### src/rtl/dual_timer_pkg.sv
package dual_timer_pkg;

    localparam int ADDR_W = 12;

    localparam logic [ADDR_W-1:0] CTRL_OFF  = 12'h000;
    localparam logic [ADDR_W-1:0] CAUSE_OFF = 12'h110;
    localparam logic [ADDR_W-1:0] MASK_OFF  = 12'h114;

    localparam int CH_BASE   = 'h010;
    localparam int CH_STRIDE = 8;
    localparam int VAL_DELTA = 4;

    typedef struct packed {
        logic reload_en;
        logic run;
    } ch_ctrl_t;

    function automatic logic [ADDR_W-1:0] reload_addr(input int unsigned idx);
        return ADDR_W'(CH_BASE + int'(idx) * CH_STRIDE);
    endfunction

    function automatic logic [ADDR_W-1:0] value_addr(input int unsigned idx);
        return ADDR_W'(CH_BASE + int'(idx) * CH_STRIDE + VAL_DELTA);
    endfunction

endpackage

### src/rtl/timer_channel.sv
module timer_channel #(
    parameter int CNT_W = 32
) (
    input  logic             clk,
    input  logic             rst,
    input  logic             run_i,
    input  logic             reload_en_i,
    input  logic             load_i,
    input  logic             reload_wr_i,
    input  logic [CNT_W-1:0] wdata_i,
    output logic [CNT_W-1:0] count_o,
    output logic [CNT_W-1:0] reload_o,
    output logic             expire_o
);
    logic [CNT_W-1:0] cnt_q;
    logic [CNT_W-1:0] rl_q;

    assign expire_o = run_i && (cnt_q == '0);
    assign count_o  = cnt_q;
    assign reload_o = rl_q;

    always_ff @(posedge clk) begin
        if (rst) begin
            rl_q <= '0;
        end else if (reload_wr_i) begin
            rl_q <= wdata_i;
        end
    end

    always_ff @(posedge clk) begin
        if (rst) begin
            cnt_q <= '0;
        end else if (load_i) begin
            cnt_q <= wdata_i;
        end else if (expire_o) begin
            if (reload_en_i) begin
                cnt_q <= rl_q;
            end
        end else if (run_i) begin
            cnt_q <= cnt_q - 1'b1;
        end
    end
endmodule

### src/rtl/timer_event_ctl.sv
module timer_event_ctl #(
    parameter int NUM_CH = 2
) (
    input  logic              clk,
    input  logic              rst,
    input  logic [NUM_CH-1:0] event_i,
    input  logic              cause_wr_i,
    input  logic              mask_wr_i,
    input  logic [NUM_CH-1:0] wbits_i,
    output logic [NUM_CH-1:0] cause_o,
    output logic [NUM_CH-1:0] mask_o,
    output logic              irq_o
);
    logic [NUM_CH-1:0] cause_q;
    logic [NUM_CH-1:0] cause_d;
    logic [NUM_CH-1:0] mask_q;
    logic              irq_q;

    always_comb begin
        cause_d = cause_q;
        if (cause_wr_i) begin
            cause_d = cause_q & wbits_i;
        end
        cause_d = cause_d | event_i;
    end

    always_ff @(posedge clk) begin
        if (rst) begin
            cause_q <= '0;
            mask_q  <= '0;
            irq_q   <= 1'b0;
        end else begin
            cause_q <= cause_d;
            if (mask_wr_i) begin
                mask_q <= wbits_i;
            end
            irq_q <= |(cause_q & mask_q);
        end
    end

    assign cause_o = cause_q;
    assign mask_o  = mask_q;
    assign irq_o   = irq_q;
endmodule

### src/rtl/dual_reload_timer.sv
module dual_reload_timer
    import dual_timer_pkg::*;
#(
    parameter int NUM_CH = 2,
    parameter int CNT_W  = 32
) (
    input  logic              clk,
    input  logic              rst,
    input  logic [ADDR_W-1:0] addr,
    input  logic              wr_en,
    input  logic [CNT_W-1:0]  wr_data,
    output logic [CNT_W-1:0]  rd_data,
    output logic              irq_o
);
    localparam int CTRL_W = 2 * NUM_CH;

    logic [CTRL_W-1:0]              ctrl_q;
    logic [CTRL_W-1:0]              ctrl_d;
    logic                           ctrl_wr;
    logic                           cause_wr;
    logic                           mask_wr;
    logic [NUM_CH-1:0]              val_wr;
    logic [NUM_CH-1:0]              rl_wr;
    logic [NUM_CH-1:0]              expire;
    logic [NUM_CH-1:0][CNT_W-1:0]   cnt;
    logic [NUM_CH-1:0][CNT_W-1:0]   rl_val;
    logic [NUM_CH-1:0]              cause_q;
    logic [NUM_CH-1:0]              mask_q;
    ch_ctrl_t [NUM_CH-1:0]          ch_ctl;

    assign ctrl_wr  = wr_en && (addr == CTRL_OFF);
    assign cause_wr = wr_en && (addr == CAUSE_OFF);
    assign mask_wr  = wr_en && (addr == MASK_OFF);

    generate
        for (genvar i = 0; i < NUM_CH; i++) begin : g_ch
            assign ch_ctl[i] = ch_ctrl_t'(ctrl_q[2*i+1 -: 2]);
            assign val_wr[i] = wr_en && (addr == value_addr(i));
            assign rl_wr[i]  = wr_en && (addr == reload_addr(i));

            timer_channel #(.CNT_W(CNT_W)) u_chan (
                .clk         (clk),
                .rst         (rst),
                .run_i       (ch_ctl[i].run),
                .reload_en_i (ch_ctl[i].reload_en),
                .load_i      (val_wr[i]),
                .reload_wr_i (rl_wr[i]),
                .wdata_i     (wr_data),
                .count_o     (cnt[i]),
                .reload_o    (rl_val[i]),
                .expire_o    (expire[i])
            );
        end
    endgenerate

    always_comb begin
        ctrl_d = ctrl_q;
        if (ctrl_wr) begin
            ctrl_d = wr_data[CTRL_W-1:0];
        end else begin
            for (int i = 0; i < NUM_CH; i++) begin
                if (expire[i] && !ch_ctl[i].reload_en) begin
                    ctrl_d[2*i] = 1'b0;
                end
            end
        end
    end

    always_ff @(posedge clk) begin
        if (rst) begin
            ctrl_q <= '0;
        end else begin
            ctrl_q <= ctrl_d;
        end
    end

    timer_event_ctl #(.NUM_CH(NUM_CH)) u_evt (
        .clk        (clk),
        .rst        (rst),
        .event_i    (expire),
        .cause_wr_i (cause_wr),
        .mask_wr_i  (mask_wr),
        .wbits_i    (wr_data[NUM_CH:1]),
        .cause_o    (cause_q),
        .mask_o     (mask_q),
        .irq_o      (irq_o)
    );

    always_comb begin
        rd_data = '0;
        if (addr == CTRL_OFF) begin
            rd_data[CTRL_W-1:0] = ctrl_q;
        end
        if (addr == CAUSE_OFF) begin
            rd_data[NUM_CH:1] = cause_q;
        end
        if (addr == MASK_OFF) begin
            rd_data[NUM_CH:1] = mask_q;
        end
        for (int i = 0; i < NUM_CH; i++) begin
            if (addr == reload_addr(i)) begin
                rd_data = rl_val[i];
            end
            if (addr == value_addr(i)) begin
                rd_data = cnt[i];
            end
        end
    end
endmodule

### config.mk
export PLATFORM = sky130hd
export DESIGN_NAME = dual_reload_timer
export DESIGN_NICKNAME = d
export VERILOG_FILES = /design/src/rtl/dual_timer_pkg.sv /design/src/rtl/timer_channel.sv /design/src/rtl/timer_event_ctl.sv /design/src/rtl/dual_reload_timer.sv
export SDC_FILE = /design/constraint.sdc
export NUM_CORES = 1
export LEC_CHECK = 0
export BUFFER_PORTS_ARGS = -buffer_cell sky130_fd_sc_hd__buf_2
export CORE_AREA = 4 4 123 125
export CTS_CLUSTER_SIZE = 30
export DETAILED_ROUTE_END_ITERATION = 12
export DIE_AREA = 0 0 127 129
export MAX_ROUTING_LAYER = met4
export PLACE_DENSITY = 0.79
export SLEW_MARGIN = 20
export SYNTH_ARGS = -nofsm -noshare
export SYNTH_HDL_FRONTEND = slang
export SYNTH_SLANG_ARGS = --single-unit
### constraint.sdc
create_clock -name clk -period 3.4 [get_ports clk]
set_input_delay 0.68 -clock clk [delete_from_list [all_inputs] [get_ports clk]]
set_output_delay 0.68 -clock clk [all_outputs]
set_load 0.01 [all_outputs]
# Yosys cells after proc, flatten, opt, wreduce, memory -nomap -nowiden

Index checks and enable logic that the tools add are counted.

Reductions and logical operators: 23
Eq/ne operators: 8
$add $sub $neg: 2
Muxes and demuxes: 20
Bitwise logic cells: 3

Operator list:

| cell                                                   | number |
|---|---|
| two-way mux 32 bit                                     | 12 |
| logical NOT 32 bit                                     | 2 |
| subtractor 32 x 1 -> 32 bit (second input constant)    | 2 |
| == test 12 x 5 -> 1 bit (second input constant)        | 4 |
| == test 12 x 9 -> 1 bit (second input constant)        | 2 |
| logical NOT 12 bit                                     | 1 |
| logical AND 1 bit                                      | 11 |
| two-way mux 2 bit                                      | 3 |
| inequality test 3 x 2 -> 1 bit (second input constant) | 2 |
| nonzero test 3 bit                                     | 2 |
| bitwise AND 2 bit                                      | 2 |
| two-way mux 1 bit                                      | 4 |
| two-way mux 4 bit                                      | 1 |
| AND reduction 2 bit                                    | 2 |
| nonzero test 2 bit                                     | 2 |
| logical NOT 1 bit                                      | 2 |
| bitwise OR 2 bit                                       | 1 |
| OR reduction 2 bit                                     | 1 |

Word-level logic and storage cells: 66
Bits in registers: 137
Output and inout bits: 33

# Depth between registers and ports, before layout

Depth after elaboration: 8
Depth in mapped cells: 11
Mapped depth without buffers: 8

# By module

A second synthesis with hierarchy kept.

Cells, all modules: 1060
Area total of the unflattened synthesis: 8929.8 um^2

Modules (own cells, without submodules):

| module            | area each (um^2) | instances | cells each | seq. area each (um^2) |
|---|---|---|---|---|
| timer_channel     | 3663.5           | 2         | 430        | 1281.2 |
| dual_reload_timer | 1417.6           | 1         | 183        | 80.1 |
| timer_event_ctl   | 185.2            | 1         | 17         | 100.1 |

# Worst setup path before layout

No wires, ideal clock.

Path kind: input-to-output
Start: input addr[5]
End: output rd_data[1]
Stages on the path: 7
Arrival time: 2.632 ns
Slack: 0.088 ns
Buffers on the path: 1
Cells stage by stage: or4_1 -> buf_2 -> or3_1 -> nor4_2 -> o2bb2ai_1 -> o21ai_1 -> a21oi_1

Word-level cells in the longest chain between the ends: 8
Elaborated cells between the ends (all ways): 14
Classes of those cells: 6 x eq/ne; 7 x mux; 1 x reduce/logical

RTL lines:

| item                   | RTL line                 | source |
|---|---|---|
| from (decl)            | dual_reload_timer.sv:9   | `input logic [ADDR_W-1:0] addr,` |
| logical NOT 12 bit     | dual_reload_timer.sv:91  | `if (addr == CTRL_OFF) begin` |
| two-way mux 4 bit      | dual_reload_timer.sv:91  |  |
| two-way mux 2 bit      | dual_reload_timer.sv:94  | `if (addr == CAUSE_OFF) begin` |
| two-way mux 2 bit      | dual_reload_timer.sv:97  | `if (addr == MASK_OFF) begin` |
| two-way mux 32 bit     | dual_reload_timer.sv:101 | `if (addr == reload_addr(i)) begin` |
| two-way mux 32 bit     | dual_reload_timer.sv:104 | `if (addr == value_addr(i)) begin` |
| two-way mux 32 bit     | dual_reload_timer.sv:101 |  |
| two-way mux 32 bit (*) | dual_reload_timer.sv:104 |  |
| to (decl)              | dual_reload_timer.sv:12  | `output logic [CNT_W-1:0] rd_data,` |

Every way passes the cells marked *; elsewhere a longest branch is shown, timed or not.

# Worst setup path in the final report

Start: input addr[5]
End: output rd_data[13]

Word-level cells in the longest chain between the ends: 5
Elaborated cells between the ends (all ways): 8
Classes of those cells: 4 x eq/ne; 4 x mux

RTL lines:

| item                    | RTL line |
|---|---|
| == test 12 x 5 -> 1 bit | dual_reload_timer.sv:101 |
| two-way mux 32 bit      | dual_reload_timer.sv:101 |
| two-way mux 32 bit      | dual_reload_timer.sv:104 |
| two-way mux 32 bit      | dual_reload_timer.sv:101 |
| two-way mux 32 bit (*)  | dual_reload_timer.sv:104 |

Marked as above.

==> key figures <==
Run status
  • Status: finished, final reports clean

Global route
  • Initial antenna violation count: 0
  • Gr ovfl total: 0
  • Largest net degree at the start of global routing: 38
  • First-pass GRT wire length: 46.76 mm
  • GRT Overall Usage: 37.79%
  • Number of global-route vias before repair: 8266

Clock tree
  • Clock latency on the worst-skew pair: 0.43 ns
  • TritonCTS buffer count: 17
  • Clock Path Buffers: 2
  • Worst-path clk slew: 0.06 ns
  • Clock sinks: 137
  • CTS tree: built
  • Htree depth: 4
  • Clk root buf: clkbuf_16

Yosys
  • Synth Net Count: 1171
  • Gate Count Post-Synth: 1122
  • Cell Area, Synth: 8237 um^2
  • Seq/Total Area, Yosys: 33.30%
  • Avg Inst Size Synth: 7.341 um^2
  • Ys async rst share: 0%
  • Cell variety after synth: 72
  • Yosys warns: 0
  • EDFF count, synth: 0
  • Post-synth top flop: dfxtp_1
  • Seq cells post-synth: 137

STA
  • Fmax: 304.1 MHz
  • TNS Setup: 0 ns
  • Final hold slack: 0.4662 ns
  • Setup-failing EPs final: 0
  • Final worst setup slack: 0.1121 ns
  • Final period utilization: 96.70%
  • Unrepaired setup endpoints after global routing: no
  • Slew margin rel.: 22.89%
  • Fin. max-slew vios: 0
  • Worst Skew: 0.01009 ns
  • Crit path time final: 3.288 ns
  • Hold Violations, Final: 0
  • Slew @ Worst Pin: 1.142 ns

Worst setup path
  • Slowest stage cell, crit path: or4_1
  • Worst Path Arrival: 2.61 ns
  • CP max stage delay: 0.56 ns
  • CP startpoint: addr[5]
  • CP cell instances: buf_2 > or4_1 > buf_4 > nor4_4 > buf_12 > nand2_1 > a31oi_1 > buf_2
  • CP Class: in -> out
  • Critical Path Sink: rd_data[13]
  • Reg-to-Reg End: g_ch[1].u_chan.count_o[14]
  • Cell class contributing the biggest share of worst-path delay: simple AND/OR/NAND/NOR gates
  • Setup crit end kind: output pin
  • WP buf/inv: 4
  • Worst path required time: 2.72 ns
  • Cell count along the critical path: 8
  • Worst Reg-to-Reg Cells: 9
  • Critical register-to-register path startpoint: g_ch[1].u_chan.count_o[0]
  • Reg-to-reg setup timing slack: 0.42 ns
  • CP Max Fanout: 34
  • Most used cell, CP: buf_2
  • Kind of start point of the critical path: input port

Power and ir drop
  • P_leak: 0.003822 uW
  • Peak supply drop: 386.0 uV
  • Design Power: 3817 uW
  • Pwr dens: 398.0 nW/um^2

Floorplanning
  • Area of the die: 16380 um^2
  • I/O pin total: 80
  • Initial core utilization: 59.34%
  • Die height: 129 um
  • Standard-cell rows: 43
  • Core box area: 13880 um^2
  • Die width: 127 um

Place
  • Hpwl dp: 21.59 mm
  • DP Worst Slack: 0.02455 ns
  • Port Buffers: 79
  • GP Congestion: 1.024

Finish
  • Most frequent cells in the layout: 223 x nand2_1, 137 x dfxtp_1, 106 x a21oi_1
  • N_diodes: 0
  • Most common cell after layout, fill and taps aside: nand2_1
  • Share of layout cells above drive strength 1: 16.23%
  • Final nets: 1232
  • FILL cells: 1221
  • Area Growth Syn to Fin: 16.44%

Worst hold path
  • Tightest Hold Check Type: reg -> reg

Route
  • Drt pass-1 iters: 7
  • Post-Route WL: 29.75 mm
  • Vias: 9065
  • Vias/cell: 6.593
  • Post-route ant nets: 0
  • Wire per inst: 21.64 um
  • Iter 0 DRT Violations: 1123
  • Drt drc: 0

Flow run
  • Max-cap violations: 0
## sequential cells by signal, indices dropped and copies added, names as in the netlist
| name | count |
|---|---|
| g_ch.u_chan.count_o | 64 |
| g_ch.u_chan.reload_o | 64 |
| u_evt.irq_o | 1 |
| ch_ctl | 4 |
| u_evt.cause_o | 2 |
| u_evt.mask_o | 2 |
## where the power goes
part           switching [uW]  internal [uW]  total, uW
Combinational             109           40.4        150
Sequential              0.431           1610       1610
Clock                     728           1330       2060
Total                     838           2980       3820
## worst min path at each step
stage                                 from                     endpoint  slack, ns  depth (start not counted)
2_1_floorplan  g_ch[1].u_chan.reload_o[12]  g_ch[1].u_chan.reload_o[12]       0.44                          2
3_3_place_gp    g_ch[1].u_chan.reload_o[2]   g_ch[1].u_chan.reload_o[2]       0.46                          2
3_5_place_dp    g_ch[1].u_chan.reload_o[2]   g_ch[1].u_chan.reload_o[2]       0.46                          2
4_1_cts         g_ch[1].u_chan.reload_o[2]   g_ch[1].u_chan.reload_o[2]       0.47                          2
5_1_grt        g_ch[1].u_chan.reload_o[11]  g_ch[1].u_chan.reload_o[11]       0.49                          2
6_report        g_ch[1].u_chan.reload_o[2]   g_ch[1].u_chan.reload_o[2]       0.47                          2
## synthesized netlist by cell type (20+ instances only)
library cell	instances	area (um^2)
inv_1	20	75.07
a31oi_1	24	150.1
clkbuf_1	55	206.5
o21ai_1	21	105.1
nor3_1	44	220.2
o21ai_0	55	275.3
nor4_1	24	150.1
buf_2	20	100.1
dfxtp_1	137	2743
nand3_1	24	120.1
a221o_1	24	240.2
nor2_1	98	367.9
a211oi_1	25	187.7
mux2i_1	23	230.2
nand2_1	225	844.6
a21oi_1	106	530.5
## layer usage
metal	global-route usage, %	part of all wire (%)
met3	10.21	11
met1	52.16	42
met2	54.45	44
met4	10.66	2.5
met5	-	0
## kinds of logic after synthesis
| family | after synthesis | synth area share, % |
|---|---|---|
| xor gates and xnor gates | 24 | 2.552 |
| buffers and inverters | 104 | 5.454 |
| and+or+nand+nor | 507 | 29.94 |
| muxes | 27 | 3.342 |
| adders and majority gates | 2 | 0.3038 |
| AOI/OAI and AO/OA | 321 | 25.11 |
| DFF | 137 | 33.30 |
## worst min-delay path: stages, from the launching register on
cell,delay [ns]
dfxtp_1,0.31
nand2_1,0.05
a21oi_1,0.05
## what timing repair did
item	CTS	global route
endpoints found under the setup margin	0	22
setup buffers	0	0
resized for setup	0	6
hold buffers	0	0
## stage by stage
step	area [um^2]	util, %	std cells
final	9590	69.09	1375
after global routing	9590	69.09	1375
after CTS	9557	68.85	1375
after detailed placement	8906	64.16	1344
after global placement	8906	64.16	1344
after floorplan	8237	-	1122
## final cells by class
class / instances / area, um^2 / share of cell area (%)
Multi-Input combinational cell: 881 / 5104 / 53.22
Sequential cell: 137 / 2743 / 28.60
Timing Repair Buffer: 124 / 785.8 / 8.193
Clock buffer: 19 / 452.9 / 4.723
Tap cell: 180 / 225.2 / 2.348
Clock inverter: 12 / 197.7 / 2.061
Inverter: 22 / 82.58 / 0.8611
Note: power is estimated with default switching activity, not from simulation.
